[config.mk]
export PLATFORM = sky130hd
export DESIGN_NAME = psr_unit
export DESIGN_NICKNAME = d
export VERILOG_FILES = /design/src/rtl/psr_pkg.sv /design/src/rtl/psr_irq_gate.sv /design/src/rtl/psr_bit_ops.sv /design/src/rtl/psr_flag_merge.sv /design/src/rtl/psr_unit.sv
export SDC_FILE = /design/constraint.sdc
export NUM_CORES = 1
export LEC_CHECK = 0
export ABC_AREA = 1
export BUFFER_PORTS_ARGS = -buffer_cell sky130_fd_sc_hd__buf_4
export CELL_PAD_IN_SITES_DETAIL_PLACEMENT = 2
export CELL_PAD_IN_SITES_GLOBAL_PLACEMENT = 2
export CORE_AREA = 2 2 66 68
export CTS_CLUSTER_DIAMETER = 100
export DETAILED_ROUTE_END_ITERATION = 8
export DIE_AREA = 0 0 68 70
export GPL_ROUTABILITY_DRIVEN = 0
export PLACE_DENSITY = 0.79
export SLEW_MARGIN = 15
export SYNTH_ARGS = -nofsm -noshare
export SYNTH_HDL_FRONTEND = slang
export SYNTH_SLANG_ARGS = --single-unit
[constraint.sdc]
create_clock -name clk -period 1.95 [get_ports clk]
set_input_delay 0.195 -clock clk [delete_from_list [all_inputs] [get_ports clk]]
set_output_delay 0.195 -clock clk [all_outputs]
set_load 0.005 [all_outputs]
[src/rtl/psr_pkg.sv]
package psr_pkg;

    localparam int FLAG_W = 5;

    // Arithmetic flag indices inside the ALU flag vectors
    localparam int AF_C = 0;
    localparam int AF_Z = 1;
    localparam int AF_N = 2;
    localparam int AF_V = 3;
    localparam int AF_H = 4;

    // Positions in the visible status word
    localparam int SB_C = 0;
    localparam int SB_Z = 1;
    localparam int SB_N = 2;
    localparam int SB_V = 3;
    localparam int SB_S = 4;
    localparam int SB_H = 5;
    localparam int SB_T = 6;
    localparam int SB_I = 7;

    typedef struct packed {
        logic              gie;
        logic              xfer;
        logic [FLAG_W-1:0] arith;
    } psr_state_t;

    function automatic logic [7:0] psr_pack(psr_state_t s);
        logic [7:0] w;
        w       = '0;
        w[SB_I] = s.gie;
        w[SB_T] = s.xfer;
        w[SB_H] = s.arith[AF_H];
        w[SB_S] = s.arith[AF_N] ^ s.arith[AF_V];
        w[SB_V] = s.arith[AF_V];
        w[SB_N] = s.arith[AF_N];
        w[SB_Z] = s.arith[AF_Z];
        w[SB_C] = s.arith[AF_C];
        return w;
    endfunction

    function automatic logic [FLAG_W-1:0] psr_arith_of_word(logic [7:0] w);
        logic [FLAG_W-1:0] a;
        a       = '0;
        a[AF_H] = w[SB_H];
        a[AF_V] = w[SB_V];
        a[AF_N] = w[SB_N];
        a[AF_Z] = w[SB_Z];
        a[AF_C] = w[SB_C];
        return a;
    endfunction

endpackage

[src/rtl/psr_irq_gate.sv]
module psr_irq_gate #(
    parameter int NUM_IRQ = 4
) (
    input  logic               gie_i,
    input  logic [NUM_IRQ-1:0] pend_i,
    input  logic [NUM_IRQ-1:0] en_i,
    output logic               req_o
);

    logic [NUM_IRQ-1:0] live;

    for (genvar g = 0; g < NUM_IRQ; g++) begin : g_src
        assign live[g] = pend_i[g] & en_i[g];
    end

    assign req_o = gie_i & (|live);

endmodule

[src/rtl/psr_bit_ops.sv]
module psr_bit_ops #(
    parameter int DATA_W = 8,
    localparam int IDX_W = $clog2(DATA_W)
) (
    input  logic [DATA_W-1:0] opnd_i,
    input  logic [IDX_W-1:0]  idx_i,
    input  logic              xfer_i,
    input  logic              load_i,
    output logic              pick_o,
    output logic [DATA_W-1:0] load_o
);

    assign pick_o = opnd_i[idx_i];

    for (genvar g = 0; g < DATA_W; g++) begin : g_bit
        assign load_o[g] = (load_i && (idx_i == IDX_W'(g))) ? xfer_i : opnd_i[g];
    end

endmodule

[src/rtl/psr_flag_merge.sv]
module psr_flag_merge #(
    parameter int NF = 5
) (
    input  logic [NF-1:0] cur_i,
    input  logic [NF-1:0] alu_i,
    input  logic [NF-1:0] we_i,
    input  logic          ovr_i,
    input  logic [NF-1:0] ovr_val_i,
    output logic [NF-1:0] nxt_o
);

    for (genvar g = 0; g < NF; g++) begin : g_flag
        assign nxt_o[g] = ovr_i   ? ovr_val_i[g] :
                          we_i[g] ? alu_i[g]     : cur_i[g];
    end

endmodule

[src/rtl/psr_unit.sv]
module psr_unit
    import psr_pkg::*;
#(
    parameter int NUM_IRQ = 4,
    parameter int DATA_W  = 8,
    localparam int IDX_W  = $clog2(DATA_W)
) (
    input  logic               clk,
    input  logic               rst_n,
    input  logic               irq_take_i,
    input  logic               irq_ret_i,
    input  logic               irq_set_i,
    input  logic               irq_clr_i,
    input  logic               bit_store_i,
    input  logic               bit_load_i,
    input  logic [FLAG_W-1:0]  alu_flags_i,
    input  logic [FLAG_W-1:0]  alu_we_i,
    input  logic [DATA_W-1:0]  opnd_i,
    input  logic [IDX_W-1:0]   bit_idx_i,
    input  logic               mmr_we_i,
    input  logic [7:0]         mmr_wdata_i,
    input  logic [NUM_IRQ-1:0] irq_pend_i,
    input  logic [NUM_IRQ-1:0] irq_en_i,
    output logic [7:0]         status_o,
    output logic               irq_req_o,
    output logic               sign_o,
    output logic [DATA_W-1:0]  bld_result_o
);

    psr_state_t        state_d, state_q;
    logic [FLAG_W-1:0] arith_nxt;
    logic              picked_bit;
    logic              unused_sign_wr;

    // Sign is always derived, so the written sign bit has no destination
    assign unused_sign_wr = mmr_wdata_i[SB_S];

    psr_flag_merge #(.NF(FLAG_W)) u_merge (
        .cur_i     (state_q.arith),
        .alu_i     (alu_flags_i),
        .we_i      (alu_we_i),
        .ovr_i     (mmr_we_i),
        .ovr_val_i (psr_arith_of_word(mmr_wdata_i)),
        .nxt_o     (arith_nxt)
    );

    psr_bit_ops #(.DATA_W(DATA_W)) u_bits (
        .opnd_i (opnd_i),
        .idx_i  (bit_idx_i),
        .xfer_i (state_q.xfer),
        .load_i (bit_load_i),
        .pick_o (picked_bit),
        .load_o (bld_result_o)
    );

    psr_irq_gate #(.NUM_IRQ(NUM_IRQ)) u_gate (
        .gie_i  (state_q.gie),
        .pend_i (irq_pend_i),
        .en_i   (irq_en_i),
        .req_o  (irq_req_o)
    );

    always_comb begin
        state_d = state_q;

        // Interrupt enable: entry > software write > clear > set/return
        if (irq_take_i) begin
            state_d.gie = 1'b0;
        end else if (mmr_we_i) begin
            state_d.gie = mmr_wdata_i[SB_I];
        end else if (irq_clr_i) begin
            state_d.gie = 1'b0;
        end else if (irq_set_i || irq_ret_i) begin
            state_d.gie = 1'b1;
        end

        // Transfer bit: software write > bit store
        if (mmr_we_i) begin
            state_d.xfer = mmr_wdata_i[SB_T];
        end else if (bit_store_i) begin
            state_d.xfer = picked_bit;
        end

        state_d.arith = arith_nxt;
    end

    always_ff @(posedge clk) begin
        if (!rst_n) begin
            state_q <= '0;
        end else begin
            state_q <= state_d;
        end
    end

    assign status_o = psr_pack(state_q);
    assign sign_o   = state_q.arith[AF_N] ^ state_q.arith[AF_V];

endmodule

Yosys cells after proc, flatten, opt, wreduce, memory -nomap -nowiden
Cells that the tools add are included.
- flip-flop bits (word level): 7
- output and inout bits: 18
- magnitude comparators: 1
- eq/ne operators: 7
- multiplexer cells: 25
- bitwise gates (word level): 7
- reduce and logical (&&, ||, !) cells: 19
- operator list (kind ; count):
    $mux W1 ; 24
    $eq A3 B3 Y1 const B ; 4
    $reduce_bool A2 Y1 ; 6
    $logic_and A1 B1 Y1 ; 8
    $eq A3 B2 Y1 const B ; 2
    $and A1 B1 Y1 ; 5
    $lt A3 B4 Y1 const B ; 1
    $reduce_or A4 Y1 ; 1
    $bmux W1 S3 ; 1
    $eq A3 B1 Y1 const B ; 1
    $logic_not A3 Y1 ; 1
    $reduce_bool A3 Y1 ; 1
    $reduce_or A2 Y1 ; 1
    $logic_or A1 B1 Y1 ; 1
    $not A1 Y1 ; 1
    $xor A1 B1 Y1 ; 1

Logic depth before layout (Yosys ltp)
- depth in word-level cells: 4
- mapped depth: 8

Hierarchy
Synthesis repeated with hierarchy kept, for this count alone.
- cell total of the unflattened synthesis: 145
- area, all modules: 715.7 µm²
- modules (own cells, without submodules) (module ; times used ; cells an instance ; area each (µm²)):
    psr_unit ; 1 ; 37 ; 271.5
    psr_bit_ops ; 1 ; 58 ; 250.2
    psr_flag_merge ; 1 ; 41 ; 160.2
    psr_irq_gate ; 1 ; 9 ; 33.8

Least setup slack after synthesis
No wires, ideal clock.
- path type: input to output
- start: in bit_load_i
- end: out bld_result_o[3]
- data arrival time: 0.759 ns
- slack: 0.996 ns
- stages on the path: 4
- path through: inv_1 nor2_1 nand3_1 o21ai_1
- word-level cells in the longest chain between the ends: 2
- ends and longest elaborated chain (element ; line ; RTL):
    from (decl) ; psr_unit.sv:15 ; input logic bit_load_i,
    $logic_and A1 B1 Y1 ; psr_bit_ops.sv:16 ; assign load_o[g] = (load_i && (idx_i == IDX_W'(g))) ? xfer_i : opnd_i[g];
    $mux W1 ; psr_bit_ops.sv:16 ;
    to (decl) ; psr_unit.sv:27 ; output logic [DATA_W-1:0] bld_result_o
No other way between the ends.

Worst setup path after layout
- start: in bit_idx_i[2]
- end: out bld_result_o[3]
- word-level cells in the longest chain between the ends: 3
- ends and longest elaborated chain (element ; line ; RTL):
    from (decl) ; psr_unit.sv:19 ; input logic [IDX_W-1:0] bit_idx_i,
    $eq A3 B2 Y1 ; psr_bit_ops.sv:16 ;
    $logic_and A1 B1 Y1 ; psr_bit_ops.sv:16 ;
    $mux W1 ; psr_bit_ops.sv:16 ;
No other way between the ends.

==> impl_results.md <==
* WP data required at 1.75 ns
* Final Hold Viols at 0
* Slew Limit Fails at 0
* CP max FO at 7
* Crit-path max cell delay at roughly 0.40 ns
* Leakage at about 0.63 nW
* Top achievable clock speed at slightly above 700 MHz
* Initial core utilization at 15.2%
* Crit. End Element: primary output
* Hold depth at 2
* CTS tree: done
* CTS root buf: clkbuf_8
* Layout cell share with drive strength beyond 1 at 44.0%
* Syn-to-layout area delta at 85.1%
* FF+latch count, synth at 7
* Ant diodes at 0
* Max reg flops at 7
* Post-CTS setup buffer count at 0
* Cell count of the worst reg-to-reg path at 4
* # resized after CTS at 0
* Deepest clock path buffer count at 2
* Unrepaired setup endpoints after global routing: no
* Worst path slowest cell: nor2_1
* Worst vdd ir at ~0.15 mV
* Placed insts at around 210
* Worst hold endpoint: status_o[7]$_SDFFE_PP0P_
* Fin Clk Skew at 0 ns
* Async set or reset register ratio after synthesis at 0%
* CP Class: input port to primary output
* HP Class: input port to flip-flop
* Worst-Skew Late Latency at 0.23 ns
* Initial antenna violation count at 0
* Count leader, synth: nand2_1
* Critical R2R Launch: status_o[6]$_SDFFE_PN0P_
* Tcrit/Tclk final at 71.9%
* IO Pins at 64
* Clock sinks at 7
* Seq/Total Area, Yosys at 22.2%
* Multi-input gate area at 365 um2
* Vert. Die Dim at 70 um
* Worst slew pin tran at 0.499 ns
* DRT Pass-1 Iters at 4
* Min Tclk post-route at 1.40 ns
* Final setup viols at 0
* Rel. slew slack at between 60 and 70%
* Fin nets at 213
* TNS Setup at 0 ns
* CP Cell Sequence: buf_4 -> nor2_1 -> nand3_1 -> o21ai_1 -> buf_4
* DR DRC count at 0
* Std-Cell Rows at 24
* Most frequent CP cell: buf_4
* Post-Syn Area per Cell at 6.01 um2
* Vias per inst at 4.26
* First-pass GRT wire length at 4490 um
* Max cap viols at 0
* Yosys Warn Count at 0
* Worst Setup Start Kind: input port
* Largest net degree at the start of global routing at 13
* Leading post-synthesis cells by cell area: dfxtp_1 22%, nand2_1 13%, o211ai_1 12%, inv_1 11%, a31oi_1 6.0%
* Post-Layout Cell Count at 218
* Routed via count at 929
* Sequential cell area at 140 um2
* HPWL after DPL at 2450 um
* Vias in the first global route at approximately 1,000
* Mapped Cells at 105
* Initial drt markers at 24
* Die Wd at 68 um
* PwrDens at roughly 500 nW/um2
* H-Tree Depth at 1
* Synth area leader: dfxtp_1
* Hold path start: irq_take_i
* Post-synth top area share at 22.2%
* Flop-to-flop setup slack at 0.95 ns
* DR WL/cell at roughly 14 um
* Full die area at 4760 um2
* Main synth FF type: dfxtp_1
* Total grt overflow at 0
* Core area at ~4100 um2
* Total track usage at 12.5%
* Post-DRT Antenna Nets at 0
* Data arrival time of the critical path at 1.21 ns
* Fillers at 534
* Outcome: completed
* Syn Std Cell Area at around 630 um2
* Total CTS buffers at 3
* Clk slew on worst S/H paths at 0.04 ns
* EDFF count, synth at 0
* Hold Buf Count CTS at 0
* Synthesized Nets at around 150
* FF-to-FF End: status_o[6]$_SDFFE_PN0P_
* PortBufs at 62
* Top cells by count, synth: 22 x nand2_1, 18 x inv_1, 10 x o211ai_1, 9 x nor2_1
* Synth cell types at 23
* Final wirelength at 3030 um
[power breakdown]
part,leakage (nW),total (mW),switching (mW),internal (mW)
logic,0.546,0.213,0.0943,0.119
clock network,0.0228,0.212,0.0698,0.142
registers,0.0583,0.162,0.00775,0.154
total,0.627,0.587,0.172,0.416
[stage by stage]
stage               hold slack, ns  worst slack [ns]  util (%)  instance area [um2]  power (mW)
floorplan                    0.273             0.996         -                  631       0.248
global placement             0.359             0.627      27.1                 1120       0.369
detailed placement           0.365             0.539      27.1                 1120       0.380
CTS                          0.125             0.526      28.2                 1170       0.601
global route                 0.140             0.420      28.2                 1170       0.622
finish                       0.129             0.548      28.2                 1170       0.587
[layer usage]
| metal | share of wire [%] | vias up | GRT usage [%] |
|---|---|---|---|
| met5 | 0 | - | 0 |
| met4 | 0.46 | 0 | 3.33 |
| met3 | 6.4 | 2 | 1.93 |
| met2 | 56 | 33 | 25.5 |
| met1 | 37 | 430 | 12.1 |
| li1 | - | 464 | - |
[worst max path at each step]
stage	from	cells past startpoint	endpoint
after global routing	bit_idx_i[2]	6	bld_result_o[3]
after floorplan	bit_load_i	4	bld_result_o[3]
after global placement	bit_idx_i[2]	5	bld_result_o[3]
final	bit_idx_i[2]	5	bld_result_o[3]
after CTS	status_o[6]$_SDFFE_PN0P_	3	bld_result_o[1]
after detailed placement	bit_idx_i[2]	5	bld_result_o[3]
[cell usage in the layout (no fill, tap or decap), types with 2 or more instances in the layout]
master / instances
a31oi_1: 6
clkbuf_8: 3
nand3_1: 5
inv_1: 18
dfxtp_1: 7
a21oi_1: 7
nand2_1: 22
nor3_1: 2
inv_2: 4
nor2_1: 9
o211ai_1: 10
buf_4: 62
[cell families (layout without fill, tap and decap cells)]
| group | count (synthesis) | in the layout | synth area share [%] |
|---|---|---|---|
| simple gates | 42 | 42 | 28.8 |
| buf+inv | 28 | 89 | 19.8 |
| compound gates | 27 | 27 | 27.8 |
| flops | 7 | 7 | 22.2 |
| xor+xnor | 1 | 1 | 1.39 |
[critical path, delay by kind of cell]
kind	cells	cell delay [ns]
AND/OR/NAND/NOR	2	0.57
buffers and inverters	2	0.26
AO/OA/AOI/OAI	1	0.17
[final cells by class]
| class | instances | area share, % |
|---|---|---|
| repair buffers | 62 | 39.9 |
| multi-input cells | 70 | 31.3 |
| flip-flops and latches | 7 | 12.0 |
| inverters | 23 | 7.40 |
| well taps | 52 | 5.57 |
| clock buffers | 4 | 3.86 |
(Power assumes the default switching activity.)
